===== config.mk =====
export PLATFORM = sky130hd
export DESIGN_NAME = varlen_packer
export DESIGN_NICKNAME = d
export VERILOG_FILES = /design/src/rtl/vlp_pkg.sv /design/src/rtl/vlp_prefix.sv /design/src/rtl/vlp_offset.sv /design/src/rtl/vlp_combine.sv /design/src/rtl/vlp_outq.sv /design/src/rtl/varlen_packer.sv
export SDC_FILE = /design/constraint.sdc
export NUM_CORES = 2
export LEC_CHECK = 0
export BUFFER_PORTS_ARGS = -buffer_cell sky130_fd_sc_hd__buf_4
export CAP_MARGIN = 10
export CORE_MARGIN = 2
export CORE_UTILIZATION = 35
export DETAILED_ROUTE_END_ITERATION = 7
export SLEW_MARGIN = 20
export SYNTH_ARGS = -nofsm -noshare
export SYNTH_HDL_FRONTEND = slang
export SYNTH_HIERARCHICAL = 1
export SYNTH_SLANG_ARGS = --single-unit

===== constraint.sdc =====
create_clock -name clk -period 33.3 [get_ports clk]
set_clock_uncertainty 0.05 [all_clocks]
set_input_delay 3.33 -clock clk [delete_from_list [all_inputs] [get_ports clk]]
set_output_delay 3.33 -clock clk [all_outputs]
set_load 0.1 [all_outputs]

===== src/rtl/vlp_pkg.sv =====
package vlp_pkg;

  // Blocks leaving the packer for one accepted cycle.
  function automatic int blocks_out(int total_bits, int blk_w, bit flush);
    int full_n;
    int tail;
    full_n = total_bits / blk_w;
    tail   = total_bits % blk_w;
    if (!flush) return full_n;
    if (tail != 0 || full_n == 0) return full_n + 1;
    return full_n;
  endfunction

  // Pending bit count after one accepted cycle.
  function automatic int carry_out(int total_bits, int blk_w, bit flush);
    return flush ? 0 : total_bits % blk_w;
  endfunction

  // Left shift that puts a right-aligned word of length len at bit offset pos
  // (counted from the chain MSB).
  function automatic int lane_shift(int chain_w, int pos, int len);
    return chain_w - pos - len;
  endfunction

endpackage


===== src/rtl/vlp_prefix.sv =====
module vlp_prefix #(
  parameter int LANES  = 4,
  parameter int WORD_W = 32,
  parameter int LEN_W  = 6,
  parameter int SUM_W  = 8
) (
  input  logic                    clk,
  input  logic                    rst_n,
  input  logic                    take_i,
  input  logic [LANES*WORD_W-1:0] word_i,
  input  logic [LANES*LEN_W-1:0]  len_i,
  input  logic                    last_i,
  output logic                    v_o,
  output logic [LANES*WORD_W-1:0] word_o,
  output logic [LANES*LEN_W-1:0]  len_o,
  output logic [LANES*SUM_W-1:0]  pre_o,
  output logic [SUM_W-1:0]        tot_o,
  output logic                    last_o
);
  localparam logic [WORD_W-1:0] ONE_W = WORD_W'(1);

  logic [LANES*WORD_W-1:0] masked;
  logic [LANES*SUM_W-1:0]  pre_n;
  logic [SUM_W-1:0]        run;

  // Clear every bit at or above the lane length.
  for (genvar g = 0; g < LANES; g++) begin : g_mask
    logic [LEN_W-1:0]  len_g;
    logic [WORD_W:0]   one_sh;
    assign len_g  = len_i[g*LEN_W +: LEN_W];
    assign one_sh = {{WORD_W{1'b0}}, 1'b1} << len_g;
    assign masked[g*WORD_W +: WORD_W] =
      word_i[g*WORD_W +: WORD_W] & (one_sh[WORD_W-1:0] - ONE_W);
  end

  // Exclusive prefix sum of the lane lengths.
  always_comb begin
    run   = '0;
    pre_n = '0;
    for (int i = 0; i < LANES; i++) begin
      pre_n[i*SUM_W +: SUM_W] = run;
      run = run + SUM_W'(len_i[i*LEN_W +: LEN_W]);
    end
  end

  always_ff @(posedge clk or negedge rst_n) begin
    if (!rst_n) begin
      v_o    <= 1'b0;
      word_o <= '0;
      len_o  <= '0;
      pre_o  <= '0;
      tot_o  <= '0;
      last_o <= 1'b0;
    end else begin
      v_o <= take_i;
      if (take_i) begin
        word_o <= masked;
        len_o  <= len_i;
        pre_o  <= pre_n;
        tot_o  <= run;
        last_o <= last_i;
      end
    end
  end

endmodule


===== src/rtl/vlp_offset.sv =====
module vlp_offset #(
  parameter int LANES  = 4,
  parameter int WORD_W = 32,
  parameter int LEN_W  = 6,
  parameter int SUM_W  = 8,
  parameter int BLK_W  = 32,
  parameter int CNT_W  = 3,
  parameter int CAR_W  = 5
) (
  input  logic                    clk,
  input  logic                    rst_n,
  input  logic                    v_i,
  input  logic [LANES*WORD_W-1:0] word_i,
  input  logic [LANES*LEN_W-1:0]  len_i,
  input  logic [LANES*SUM_W-1:0]  pre_i,
  input  logic [SUM_W-1:0]        tot_i,
  input  logic                    last_i,
  output logic                    v_o,
  output logic [LANES*WORD_W-1:0] word_o,
  output logic [LANES*LEN_W-1:0]  len_o,
  output logic [LANES*SUM_W-1:0]  pos_o,
  output logic [CNT_W-1:0]        nfull_o,
  output logic [CNT_W-1:0]        cnt_o,
  output logic                    last_o,
  output logic [CAR_W-1:0]        carry_len_o
);
  logic [CAR_W-1:0]       carry_q;
  logic [SUM_W-1:0]       total;
  logic [LANES*SUM_W-1:0] pos_n;
  logic [CNT_W-1:0]       cnt_n;
  logic [CNT_W-1:0]       nfull_n;
  logic [CAR_W-1:0]       carry_n;

  always_comb begin
    total   = SUM_W'(carry_q) + tot_i;
    cnt_n   = CNT_W'(vlp_pkg::blocks_out(int'(total), BLK_W, last_i));
    nfull_n = CNT_W'(int'(total) / BLK_W);
    carry_n = CAR_W'(vlp_pkg::carry_out(int'(total), BLK_W, last_i));
    for (int i = 0; i < LANES; i++)
      pos_n[i*SUM_W +: SUM_W] = pre_i[i*SUM_W +: SUM_W] + SUM_W'(carry_q);
  end

  assign carry_len_o = carry_q;

  always_ff @(posedge clk or negedge rst_n) begin
    if (!rst_n) begin
      v_o     <= 1'b0;
      carry_q <= '0;
      word_o  <= '0;
      len_o   <= '0;
      pos_o   <= '0;
      nfull_o <= '0;
      cnt_o   <= '0;
      last_o  <= 1'b0;
    end else begin
      v_o <= v_i;
      if (v_i) begin
        carry_q <= carry_n;
        word_o  <= word_i;
        len_o   <= len_i;
        pos_o   <= pos_n;
        nfull_o <= nfull_n;
        cnt_o   <= cnt_n;
        last_o  <= last_i;
      end
    end
  end

endmodule


===== src/rtl/vlp_combine.sv =====
module vlp_combine #(
  parameter int LANES  = 4,
  parameter int WORD_W = 32,
  parameter int LEN_W  = 6,
  parameter int SUM_W  = 8,
  parameter int BLK_W  = 32,
  parameter int NMAX   = 6,
  parameter int CNT_W  = 3
) (
  input  logic                    clk,
  input  logic                    rst_n,
  input  logic                    v_i,
  input  logic [LANES*WORD_W-1:0] word_i,
  input  logic [LANES*LEN_W-1:0]  len_i,
  input  logic [LANES*SUM_W-1:0]  pos_i,
  input  logic [CNT_W-1:0]        nfull_i,
  input  logic [CNT_W-1:0]        cnt_i,
  input  logic                    last_i,
  output logic                    v_o,
  output logic [NMAX*BLK_W-1:0]   chain_o,
  output logic [CNT_W-1:0]        cnt_o,
  output logic                    last_o
);
  localparam int CHAIN_W = NMAX * BLK_W;

  logic [BLK_W-1:0]   rem_q;
  logic [CHAIN_W-1:0] chain;
  logic [CHAIN_W-1:0] chain_adv;
  logic [BLK_W-1:0]   rem_n;

  // Pending bits sit at the chain MSB; each word lands at its own offset.
  always_comb begin
    chain = '0;
    chain[CHAIN_W-1 -: BLK_W] = rem_q;
    for (int i = 0; i < LANES; i++) begin
      chain = chain | (CHAIN_W'(word_i[i*WORD_W +: WORD_W])
                       << vlp_pkg::lane_shift(CHAIN_W,
                                              int'(pos_i[i*SUM_W +: SUM_W]),
                                              int'(len_i[i*LEN_W +: LEN_W])));
    end
    chain_adv = chain << (int'(nfull_i) * BLK_W);
    rem_n     = chain_adv[CHAIN_W-1 -: BLK_W];
  end

  always_ff @(posedge clk or negedge rst_n) begin
    if (!rst_n) begin
      rem_q   <= '0;
      v_o     <= 1'b0;
      chain_o <= '0;
      cnt_o   <= '0;
      last_o  <= 1'b0;
    end else begin
      v_o <= v_i && (cnt_i != '0);
      if (v_i) begin
        rem_q   <= last_i ? '0 : rem_n;
        chain_o <= chain;
        cnt_o   <= cnt_i;
        last_o  <= last_i;
      end
    end
  end

endmodule


===== src/rtl/vlp_outq.sv =====
module vlp_outq #(
  parameter int BLK_W = 32,
  parameter int NMAX  = 6,
  parameter int CNT_W = 3,
  parameter int DEPTH = 8,
  parameter int OCC_W = 4
) (
  input  logic                  clk,
  input  logic                  rst_n,
  input  logic                  push_i,
  input  logic [NMAX*BLK_W-1:0] chain_i,
  input  logic [CNT_W-1:0]      cnt_i,
  input  logic                  last_i,
  input  logic                  out_ready,
  output logic                  out_valid,
  output logic [BLK_W-1:0]      out_block,
  output logic                  out_last,
  output logic [OCC_W-1:0]      occ_o,
  output logic                  full_o
);
  localparam int CHAIN_W = NMAX * BLK_W;
  localparam int PTR_W   = (DEPTH > 1) ? $clog2(DEPTH) : 1;

  logic [CHAIN_W-1:0] mem_chain [DEPTH];
  logic [CNT_W-1:0]   mem_cnt   [DEPTH];
  logic               mem_last  [DEPTH];

  logic [PTR_W-1:0]   wr_ptr, rd_ptr;
  logic [OCC_W-1:0]   occ_q;
  logic [CNT_W-1:0]   idx_q;
  logic [CHAIN_W-1:0] head_sh;
  logic               do_push, beat, last_beat, pop;

  function automatic logic [PTR_W-1:0] nxt(input logic [PTR_W-1:0] p);
    return (p == PTR_W'(DEPTH - 1)) ? '0 : p + PTR_W'(1);
  endfunction

  assign full_o    = (occ_q == OCC_W'(DEPTH));
  assign occ_o     = occ_q;
  assign do_push   = push_i && !full_o;
  assign out_valid = (occ_q != '0);
  assign head_sh   = mem_chain[rd_ptr] << (int'(idx_q) * BLK_W);
  assign out_block = head_sh[CHAIN_W-1 -: BLK_W];
  assign last_beat = (idx_q == mem_cnt[rd_ptr] - CNT_W'(1));
  assign out_last  = mem_last[rd_ptr] && last_beat;
  assign beat      = out_valid && out_ready;
  assign pop       = beat && last_beat;

  always_ff @(posedge clk) begin
    if (do_push) begin
      mem_chain[wr_ptr] <= chain_i;
      mem_cnt[wr_ptr]   <= cnt_i;
      mem_last[wr_ptr]  <= last_i;
    end
  end

  always_ff @(posedge clk or negedge rst_n) begin
    if (!rst_n) begin
      wr_ptr <= '0;
      rd_ptr <= '0;
      occ_q  <= '0;
      idx_q  <= '0;
    end else begin
      if (do_push) wr_ptr <= nxt(wr_ptr);
      if (pop)     rd_ptr <= nxt(rd_ptr);
      if (beat)    idx_q  <= last_beat ? '0 : idx_q + CNT_W'(1);
      case ({do_push, pop})
        2'b10:   occ_q <= occ_q + OCC_W'(1);
        2'b01:   occ_q <= occ_q - OCC_W'(1);
        default: occ_q <= occ_q;
      endcase
    end
  end

endmodule


===== src/rtl/varlen_packer.sv =====
module varlen_packer #(
  parameter int LANES  = 4,
  parameter int WORD_W = 32,
  parameter int BLK_W  = 32,
  parameter int DEPTH  = 8,
  parameter int LEN_W  = $clog2(WORD_W + 1)
) (
  input  logic                    clk,
  input  logic                    rst_n,
  input  logic                    in_valid,
  output logic                    in_ready,
  input  logic [LANES*WORD_W-1:0] in_word,
  input  logic [LANES*LEN_W-1:0]  in_len,
  input  logic                    in_last,
  output logic                    out_valid,
  input  logic                    out_ready,
  output logic [BLK_W-1:0]        out_block,
  output logic                    out_last
);
  localparam int STAGES  = 3;
  localparam int MAXBITS = BLK_W - 1 + LANES * WORD_W;
  localparam int SUM_W   = $clog2(MAXBITS + 1);
  localparam int NMAX    = (MAXBITS + BLK_W - 1) / BLK_W + 1;
  localparam int CNT_W   = $clog2(NMAX + 1);
  localparam int CAR_W   = $clog2(BLK_W);
  localparam int OCC_W   = $clog2(DEPTH + 1);
  localparam int CHAIN_W = NMAX * BLK_W;

  // Stage 1 outputs
  logic                    s1_v, s1_last;
  logic [LANES*WORD_W-1:0] s1_word;
  logic [LANES*LEN_W-1:0]  s1_len;
  logic [LANES*SUM_W-1:0]  s1_pre;
  logic [SUM_W-1:0]        s1_tot;
  // Stage 2 outputs
  logic                    s2_v, s2_last;
  logic [LANES*WORD_W-1:0] s2_word;
  logic [LANES*LEN_W-1:0]  s2_len;
  logic [LANES*SUM_W-1:0]  s2_pos;
  logic [CNT_W-1:0]        s2_nfull, s2_cnt;
  // Stage 3 outputs
  logic                    s3_last;
  logic [CHAIN_W-1:0]      s3_chain;

  // Named internal events, observed by the bound checker
  logic                    take;
  logic                    q_push;
  logic                    q_full;
  logic [OCC_W-1:0]        q_occ;
  logic [CAR_W-1:0]        carry_len;
  logic [CNT_W-1:0]        push_cnt;

  assign in_ready = (q_occ < OCC_W'(DEPTH - STAGES));
  assign take     = in_valid && in_ready;

  vlp_prefix #(
    .LANES(LANES), .WORD_W(WORD_W), .LEN_W(LEN_W), .SUM_W(SUM_W)
  ) u_prefix (
    .clk(clk), .rst_n(rst_n), .take_i(take),
    .word_i(in_word), .len_i(in_len), .last_i(in_last),
    .v_o(s1_v), .word_o(s1_word), .len_o(s1_len),
    .pre_o(s1_pre), .tot_o(s1_tot), .last_o(s1_last)
  );

  vlp_offset #(
    .LANES(LANES), .WORD_W(WORD_W), .LEN_W(LEN_W), .SUM_W(SUM_W),
    .BLK_W(BLK_W), .CNT_W(CNT_W), .CAR_W(CAR_W)
  ) u_offset (
    .clk(clk), .rst_n(rst_n), .v_i(s1_v),
    .word_i(s1_word), .len_i(s1_len), .pre_i(s1_pre),
    .tot_i(s1_tot), .last_i(s1_last),
    .v_o(s2_v), .word_o(s2_word), .len_o(s2_len), .pos_o(s2_pos),
    .nfull_o(s2_nfull), .cnt_o(s2_cnt), .last_o(s2_last),
    .carry_len_o(carry_len)
  );

  vlp_combine #(
    .LANES(LANES), .WORD_W(WORD_W), .LEN_W(LEN_W), .SUM_W(SUM_W),
    .BLK_W(BLK_W), .NMAX(NMAX), .CNT_W(CNT_W)
  ) u_combine (
    .clk(clk), .rst_n(rst_n), .v_i(s2_v),
    .word_i(s2_word), .len_i(s2_len), .pos_i(s2_pos),
    .nfull_i(s2_nfull), .cnt_i(s2_cnt), .last_i(s2_last),
    .v_o(q_push), .chain_o(s3_chain), .cnt_o(push_cnt), .last_o(s3_last)
  );

  vlp_outq #(
    .BLK_W(BLK_W), .NMAX(NMAX), .CNT_W(CNT_W), .DEPTH(DEPTH), .OCC_W(OCC_W)
  ) u_outq (
    .clk(clk), .rst_n(rst_n), .push_i(q_push),
    .chain_i(s3_chain), .cnt_i(push_cnt), .last_i(s3_last),
    .out_ready(out_ready), .out_valid(out_valid),
    .out_block(out_block), .out_last(out_last),
    .occ_o(q_occ), .full_o(q_full)
  );

endmodule


==> results.yml <==
route:
  num_vias: 87600
  drt-initial-drc-count: 12100
  top_layer: "met5"
  drtAntennaViolNets: 0
  wl_met2_um: 246000
  m1WireLength_um: 236000
  drt_first_pass_iters: 8
  viasPerCell: 6.37
  drt_wl_total_um: 573000
  wl_met3_um: 45300
  drcViolationCount: 0
  wire_per_inst_um: 41.6
clocking:
  post_cts_buffers: 0
  clk_path_buf_depth: 4
  clock_latency_ns: 0.88
  cts.sink_count: 2184
  tritoncts: "built"
  clkTransAtPathRegs_ns: 0.06
  h-tree-depth: 4
  clockRootBuffer: "clkbuf_16"
  numCtsBuffers: 226
  hold_buffers: 0
  cts_resized: 0
grt:
  grt_pass1_wl_um: 761000
  grt_overflow: 0
  grt_use_total_pct: 34.4
  grt_start_max_net_pins: 181
  antenna_found_initial: 53
  grt_pass1_vias: 83200
placement:
  place.gp.congestion: 1.10
  dp_slack_ns: 24.64
  io_buffers: 191
  dp_hpwl_um: 421000
  placed_cells: 13300
layout:
  area_growth_pct: 14.2
  seq_area_mm2: 0.0625
  multi_input_area_mm2: 0.0477
  final_nets: 9486
  drive_gt1_share_pct: 21.7
  final_cells: 13800
  fillCellCount: 30200
setup_path:
  endpoint_kind: "output pin"
  crit_required_ns: 29.92
  crit_type: "flip-flop to output pin"
  arrival_ns: 6.15
  cp_max_fo: 73
  start_kind: "flip-flop"
logic_synthesis:
  yosysWarnings: 6
  syn_avg_cell_area_um2: 12.5
  postSynthCellCount: 9038
  synth_area_mm2: 0.113
timing:
  rsz0062_at_grt: "no"
  setup_viol: 0
  max_freq_mhz: 105
  hold_viol_final: 0
  finalCriticalPeriod_ns: 9.53
  maxSlewHeadroom_pct: 7.58
  worst_slack_ns: 23.77
  setup_tns_ns: 0
  post-route-period-util_pct: 28.6
  tightest_slew_ns: 1.35
  report.final.slew_viol_count: 0
die:
  dieWidth_um: 571
  die_h_um: 571
  pin_count: 192
  fp.coreArea_mm2: 0.321
  dieArea_mm2: 0.327
  num_rows: 208
  start_util_pct: 35.1
outcome:
  status: "finished, final reports clean"
run:
  max-cap-violations: 0
worst_hold_path:
  hp-class: "flip-flop to flip-flop"
layout make-up:
class                   instances  share of cell area [%]
diodes                         39                  0.0758
clock buffers                 313                    4.97
clock inverters               107                   0.849
inverters                     240                   0.700
multi-input cells            5989                    37.1
flip-flops and latches       2184                    48.6
well taps                    4305                    4.19
repair buffers                591                    3.55
stage by stage:
step / hold slack, ns / cell area (µm²) / utilization [%]
2_1_floorplan: 0.302 / 113000 / -
3_3_place_gp: 0.433 / 121000 / 37.7
3_5_place_dp: 0.434 / 121000 / 37.7
4_1_cts: 0.422 / 128000 / 40.1
5_1_grt: 0.446 / 129000 / 40.1
6_report: 0.438 / 129000 / 40.1
final timing paths:
check	slack [ns]	end	cells past startpoint	startpoint
min reg2reg	0.44	u_offset/len_o[13]	1	u_prefix/len_o[13]
max reg2reg	26.09	u_combine/chain_o[132]	17	u_offset/pos_o[0]
max	23.77	out_block[3]	9	u_outq/rd_ptr[1]
max in group asynchronous	27.69	u_offset/pos_o[25]	4	rst_n
min in group asynchronous	2.41	u_prefix/word_o[63]	1	rst_n
min	0.44	u_offset/len_o[13]	1	u_prefix/len_o[13]
worst max-delay path: stages (launching register included):
cell,delay [ns]
dfrtp_4,0.76
buf_4,0.90
buf_4,0.75
buf_4,0.97
mux4_2,0.37
nor2b_1,0.13
a211oi_1,0.07
nor3_1,0.27
a22o_1,0.45
buf_4,0.38
placed cells by master, fill, tap and decap left out, drive strengths merged, types with 75 or more instances in the layout:
| cell type | n |
|---|---|
| edfxtp | 1568 |
| nor2 | 688 |
| dfrtp | 616 |
| buf | 591 |
| nand2 | 575 |
| mux2i | 495 |
| a21oi | 454 |
| o21ai | 409 |
| mux4 | 406 |
| mux2 | 367 |
| clkbuf | 313 |
| nand3 | 280 |
| nor3 | 267 |
| inv | 247 |
| o22ai | 194 |
| a22oi | 166 |
| a211oi | 137 |
| o211ai | 94 |
| nor2b | 90 |
| ha | 84 |
| clkinv | 77 |
| a31oi | 75 |
flip-flops by register name, indices dropped and copies added (netlist names), 3 cells and up:
name / flops
u_outq/wr_ptr: 3
u_prefix/len_o: 24
u_combine/chain_o: 192
u_combine/rem_q: 32
u_offset/nfull_o: 3
u_outq/mem_last: 8
u_outq/mem_chain: 1536
u_offset/pos_o: 32
u_outq/occ_o: 4
u_combine/cnt_o: 3
u_offset/word_o: 128
u_prefix/word_o: 128
u_prefix/tot_o: 8
u_outq/rd_ptr: 3
u_prefix/pre_o: 15
u_outq/idx_q: 3
u_offset/len_o: 24
u_outq/mem_cnt: 24
u_offset/carry_len_o: 5
u_offset/cnt_o: 3
metal layers:
layer	global-route usage, %	up-vias
li1	-	35700
met1	46.0	45800
met2	50.8	4999
met3	6.53	1157
met4	22.8	12
met5	0	-
Power is left out: the tool's default activity adds up to more than one toggle a clock period on the data nets, which glitch-free logic cannot reach.
